**src/rtl/pstrig_pkg.sv**
```systemverilog
// Package: shared types for the performance-state trigger register.
// Assumes nothing beyond IEEE 1800-2017 synthesizable subset.
package pstrig_pkg;
    // Sequencer states: waiting, or holding stop-clock low.
    typedef enum logic {
        SEQ_IDLE = 1'b0,
        SEQ_HOLD = 1'b1
    } seq_state_t;

    localparam int unsigned REG_W = 8;
    localparam logic [REG_W-1:0] REG_RESET = 8'h01;
    localparam logic [REG_W-1:0] REG_WMASK = 8'h01;
endpackage

```
**src/rtl/pstrig_statereg.sv**
```systemverilog
// Stores the target-state byte and forms the read value.
// Assumes wr_accept already includes the enable; reserved bits are masked.
module pstrig_statereg
    import pstrig_pkg::*;
(
    input  logic             clk,
    input  logic             rst_n,
    input  logic             en,
    input  logic             wr_accept,
    input  logic [REG_W-1:0] wr_data,
    output logic [REG_W-1:0] rd_data
);
    logic [REG_W-1:0] reg_q;

    // Capture masked write data on every accepted write.
    always_ff @(posedge clk) begin
        if (!rst_n)
            reg_q <= REG_RESET;
        else if (wr_accept)
            reg_q <= wr_data & REG_WMASK;
    end

    // Read as zero while disabled.
    always_comb begin
        rd_data = en ? reg_q : '0;
    end
endmodule

```
**src/rtl/pstrig_hold_timer.sv**
```systemverilog
// Down-counter for the stop-clock hold window.
// Assumes HOLD_CYCLES >= 1; load restarts the count at HOLD_CYCLES-1.
module pstrig_hold_timer #(
    parameter int unsigned HOLD_CYCLES = 8
) (
    input  logic clk,
    input  logic rst_n,
    input  logic load,
    output logic expired
);
    localparam int unsigned CW = (HOLD_CYCLES > 1) ? $clog2(HOLD_CYCLES) : 1;
    localparam logic [CW-1:0] LOAD_VAL = CW'(HOLD_CYCLES - 1);

    logic [CW-1:0] cnt_q;

    // Load on start, otherwise count down to zero and stay.
    always_ff @(posedge clk) begin
        if (!rst_n)
            cnt_q <= '0;
        else if (load)
            cnt_q <= LOAD_VAL;
        else if (cnt_q != '0)
            cnt_q <= cnt_q - 1'b1;
    end

    // Last hold cycle reached.
    always_comb begin
        expired = (cnt_q == '0);
    end
endmodule

```
**src/rtl/pstrig_sequencer.sv**
```systemverilog
// Transition sequencer: launches holds, queues one pending request,
// drives stop-clock, busy and the completion pulse.
// Assumes expired is only meaningful while holding.
module pstrig_sequencer
    import pstrig_pkg::*;
(
    input  logic clk,
    input  logic rst_n,
    input  logic wr_accept,
    input  logic expired,
    output logic load,
    output logic stop_n,
    output logic busy,
    output logic done
);
    seq_state_t state_q;
    logic       pend_q;
    logic       done_q;

    // Start a hold when idle and a request is present.
    always_comb begin
        load = (state_q == SEQ_IDLE) && (wr_accept || pend_q);
    end

    // State, pending flag and completion pulse.
    always_ff @(posedge clk) begin
        if (!rst_n) begin
            state_q <= SEQ_IDLE;
            pend_q  <= 1'b0;
            done_q  <= 1'b0;
        end else begin
            case (state_q)
                SEQ_IDLE: begin
                    done_q <= 1'b0;
                    if (load) begin
                        state_q <= SEQ_HOLD;
                        pend_q  <= 1'b0;
                    end
                end
                default: begin
                    if (wr_accept)
                        pend_q <= 1'b1;
                    if (expired) begin
                        state_q <= SEQ_IDLE;
                        done_q  <= 1'b1;
                    end else begin
                        done_q  <= 1'b0;
                    end
                end
            endcase
        end
    end

    // Output decode.
    always_comb begin
        busy   = (state_q == SEQ_HOLD);
        stop_n = !busy;
        done   = done_q;
    end
endmodule

```
**src/rtl/pstate_trigger_reg.sv**
```systemverilog
// Top: performance-state trigger register. Any enabled write stores bit 0
// and launches a stop-clock hold of HOLD_CYCLES cycles.
// Assumes base-address decode is done outside; wr_en means "this register".
module pstate_trigger_reg
    import pstrig_pkg::*;
#(
    parameter int unsigned HOLD_CYCLES = 8
) (
    input  logic       clk,
    input  logic       rst_n,
    input  logic       en,
    input  logic       wr_en,
    input  logic [7:0] wr_data,
    output logic [7:0] rd_data,
    output logic       stop_n,
    output logic       busy,
    output logic       done
);
    logic wr_accept;
    logic load;
    logic expired;

    // A write counts only while enabled.
    always_comb begin
        wr_accept = wr_en && en;
    end

    pstrig_statereg u_reg (
        .clk       (clk),
        .rst_n     (rst_n),
        .en        (en),
        .wr_accept (wr_accept),
        .wr_data   (wr_data),
        .rd_data   (rd_data)
    );

    pstrig_hold_timer #(.HOLD_CYCLES(HOLD_CYCLES)) u_tmr (
        .clk     (clk),
        .rst_n   (rst_n),
        .load    (load),
        .expired (expired)
    );

    pstrig_sequencer u_seq (
        .clk       (clk),
        .rst_n     (rst_n),
        .wr_accept (wr_accept),
        .expired   (expired),
        .load      (load),
        .stop_n    (stop_n),
        .busy      (busy),
        .done      (done)
    );
endmodule

```
**config.mk**
```make
export PLATFORM = sky130hd
export DESIGN_NAME = pstate_trigger_reg
export DESIGN_NICKNAME = d
export VERILOG_FILES = /design/src/rtl/pstrig_pkg.sv /design/src/rtl/pstrig_statereg.sv /design/src/rtl/pstrig_hold_timer.sv /design/src/rtl/pstrig_sequencer.sv /design/src/rtl/pstate_trigger_reg.sv
export SDC_FILE = /design/constraint.sdc
export NUM_CORES = 1
export LEC_CHECK = 0
export ABC_AREA = 1
export BUFFER_PORTS_ARGS = -buffer_cell sky130_fd_sc_hd__buf_2
export CAP_MARGIN = 40
export CORE_AREA = 10 10 47 49
export CTS_CLUSTER_DIAMETER = 100
export DETAILED_ROUTE_END_ITERATION = 10
export DIE_AREA = 0 0 57 59
export PLACE_DENSITY = 0.69
export SKIP_CTS_REPAIR_TIMING = 1
export SLEW_MARGIN = 10
export SYNTH_ARGS = -nofsm -noshare
export SYNTH_HDL_FRONTEND = slang
export SYNTH_SLANG_ARGS = --single-unit
```
**constraint.sdc**
```tcl
create_clock -name clk -period 1.4 [get_ports clk]
set_clock_uncertainty 0.1 [all_clocks]
set_input_delay 0 -clock clk [delete_from_list [all_inputs] [get_ports clk]]
set_output_delay 0 -clock clk [all_outputs]
set_load 0.01 [all_outputs]
```
==> flow_metrics.py <==
metrics = {
    "logic_synthesis": {
        "synth_cells": 53,
        "netlist_top_cells_area": "dfxtp_1, buf_4, nand2_1",
        "mappedNetlistArea_um2": 393,
        "synthSimpleGateAreaFrac_pct": 31.2,
        "yosys.area_share.xor_xnor_pct": 0,
        "yosys_warnings": 0,
        "synth_top_area_share_pct": 35.7,
        "synth_mux_area_share_pct": 0,
        "synth_area_per_cell_um2": 7.41,
        "ys_ff_latch": 7,
        "synth_edf_count": 0,
        "yosysSeqAreaShare_pct": 35.7,
        "synth_top_family_by_area": "simple AND/OR/NAND/NOR gates",
        "synth_flop_cell": "dfxtp_1",
        "synth.most_common_cell": "nand2_1",
        "synthAdderAreaFrac_pct": 6.37,
        "synth_top_cell_by_area": "dfxtp_1",
        "yosysUniqueCellTypes": 14,
        "postSynth.asyncResetShare_pct": 0,
        "netlist_top_cells_count": "nand2_1, buf_4, dfxtp_1",
        "synth_compound_area_share_pct": 3.82,
    },
    "pwr": {
        "power_density_mw_per_mm2": 1480,
        "ir_drop_uv": 663,
        "intPower_w": 0.000444,
        "clock_power_share_pct": 26.2,
        "pwr-share-seq_pct": 36.5,
        "p_leak_nw": 0.258,
        "combPwrFrac_pct": 37.3,
        "p_sw_w": 0.000248,
        "swShare_pct": 35.8,
    },
    "worst_hold_path": {
        "hp-start": "wr_en",
        "hold_path_end": "u_seq.busy",
        "worstHoldPathCells": 5,
        "holdCritPathClass": "input port to flip-flop",
    },
    "global_route": {
        "overflow": 0,
        "grt_max_degree": 5,
        "antenna_found_initial": 0,
        "grt_pass1_vias": 301,
        "track_usage_pct": 4.34,
        "grt_pass1_wl_um": 1110,
    },
    "placed_design": {
        "placed_area_um2": 423,
        "dp_cells": 76,
        "gp_congestion": 0.763,
        "hpwl_um": 625,
        "dp_slack_ns": 0.242,
        "io_buffer_count": 8,
    },
    "clock_network": {
        "cts.sinks": 7,
        "htreeDepth": 1,
        "cts_tree": "yes",
        "insertion_delay_ns": 0.25,
        "cts_root_buf": "clkbuf_4",
        "cts-buffers-inserted": 3,
        "clk_pin_slew_ns": 0.05,
        "clockBufferDepth": 2,
    },
    "status": {
        "status": "finished, final reports clean",
    },
    "worst_setup_path": {
        "rr_worst_depth": 3,
        "max_stage_delay_ns": 0.55,
        "regToRegEndpoint": "u_reg.reg_q[0]",
        "cp_slowest_cell": "dlygate4sd3_1",
        "reg2reg_slack_ns": 0.21,
        "cpLargestDelayFamily": "buffers and inverters",
        "required_ns": 1.44,
        "path_class": "input port to flip-flop",
        "worstSetupEndpointType": "flip-flop",
        "crit_path_start_kind": "input port",
        "cp_num_buf_inv": 3,
        "worstPathCellList": "dlygate4sd3_1, buf_2, nand3_1, dlygate4sd3_1",
        "r2r-start": "u_reg.reg_q[0]",
        "cp_max_fo": 4,
        "critical_path_arrival_ns": 1.29,
        "critical_path.most_common_cell": "dlygate4sd3_1",
    },
    "drt": {
        "wirelength_um": 744,
        "dr.pass1.iters": 4,
        "post-route-drc-count": 0,
        "ant_nets": 0,
        "vias_per_cell": 3.98,
        "num_vias": 326,
        "dr.first_iter.drc_count": 6,
        "drt-wirelength-per-cell_um": 9.07,
    },
    "finish": {
        "layout.nets": 81,
        "final_cell_count_no_fill": 82,
        "postLayoutCellArea_um2": 469,
        "antenna_cells": 0,
        "final_layout_size_suffix_gt1_share_pct": 30.3,
        "syn_to_final_growth_pct": 19.4,
    },
    "sta": {
        "fin_crit_ns": 1.25,
        "setup_viol": 0,
        "fin_tns_setup_ns": 0,
        "fmax_ghz": 0.800,
        "fin_ws_ns": 0.150,
        "drv_slew": 0,
        "rsz0062_at_grt": "no",
        "finalHoldViolations": 0,
        "fin_crit_sh_pct": 89.3,
    },
    "floorplan": {
        "fp.dieW_um": 57,
        "ioPinCount": 23,
        "die_h_um": 59,
        "start_util_pct": 28.0,
        "core_mm2": 0.00140,
        "row_count": 14,
        "die_area_mm2": 0.00336,
    },
    "job": {
        "maxCapViolCount": 0,
    },
}
==> cell families (layout without fill, tap and decap cells) <==
family,Yosys count,in the layout
flip-flops,7,7
adder cells (fa/ha/maj),2,2
AND/OR/NAND/NOR,24,24
other,1,7
AO/OA/AOI/OAI,3,3
buffers and inverters,16,23
==> metrics by stage <==
stage	utilization, %	hold WS [ns]	power, W
6_report	33.5	0.0530	0.000692
5_1_grt	33.5	0.0875	0.000755
4_1_cts	32.1	-0.126	0.000701
3_5_place_dp	30.2	0.141	0.000512
3_3_place_gp	30.2	0.137	0.000498
2_1_floorplan	-	-0.0154	0.000469
==> power groups by stage <==
stage / Clock [W] / Combinational (W) / Sequential [W]
after floorplan: 0 / 0.000212 / 0.000258
after global placement: 0 / 0.000241 / 0.000257
after detailed placement: 0 / 0.000256 / 0.000257
after CTS: 0.000191 / 0.000256 / 0.000253
after global routing: 0.000214 / 0.000284 / 0.000257
final: 0.000181 / 0.000258 / 0.000253
==> cell type report <==
type                            instances  area (um2)
Fill cell                             152         932
Inverter                                9        33.8
Multi-Input combinational cell         36         189
Timing Repair Buffer                   10        60.1
Sequential cell                         7         140
Tap cell                               16        20.0
Clock buffer                            4        26.3
==> worst register-to-register path, cell delays in order, from the launching register on <==
cell	delay, ns
dfxtp_1	0.31
nand2_1	0.06
nand3_1	0.06
dlygate4sd3_1	0.55
==> state kept, by name (all words and copies together), names as in the netlist <==
signal / flops
u_seq.pend_q: 1
u_tmr.cnt_q: 3
u_reg.reg_q: 1
u_seq.done: 1
u_seq.busy: 1
==> layer usage <==
metal	vias to the layer above	track usage, %	part of all wire [%]
met5	-	0	0
met2	16	6.36	43
met1	138	3.72	42
met3	0	5.36	14
li1	172	-	-
met4	0	1.01	0
==> worst max-delay path by stage <==
stage / from / to / slack, ns / cells after the start
after floorplan: u_tmr.cnt_q[0] / u_tmr.cnt_q[0] / 0.34 / 6
after global placement: u_tmr.cnt_q[0] / u_tmr.cnt_q[1] / 0.28 / 6
after detailed placement: u_tmr.cnt_q[0] / u_tmr.cnt_q[0] / 0.24 / 6
after CTS: u_tmr.cnt_q[0] / u_tmr.cnt_q[0] / 0.24 / 6
after global routing: rst_n / u_reg.reg_q[0] / 0.13 / 4
final: rst_n / u_reg.reg_q[0] / 0.15 / 4
==> cells in the final DEF (no fill, tap or decap) <==
cell	count
nand2_1	10
buf_2	8
conb_1	7
dfxtp_1	7
inv_1	6
nand3_1	4
nand2_2	3
inv_2	3
a21oi_1	3
nor2_1	3
clkbuf_4	3
nand2_4	2
ha_1	2
dlygate4sd3_1	2
nor3_1	1
and3_2	1
clkbuf_1	1
No activity file was read; power rests on OpenSTA's default activity.
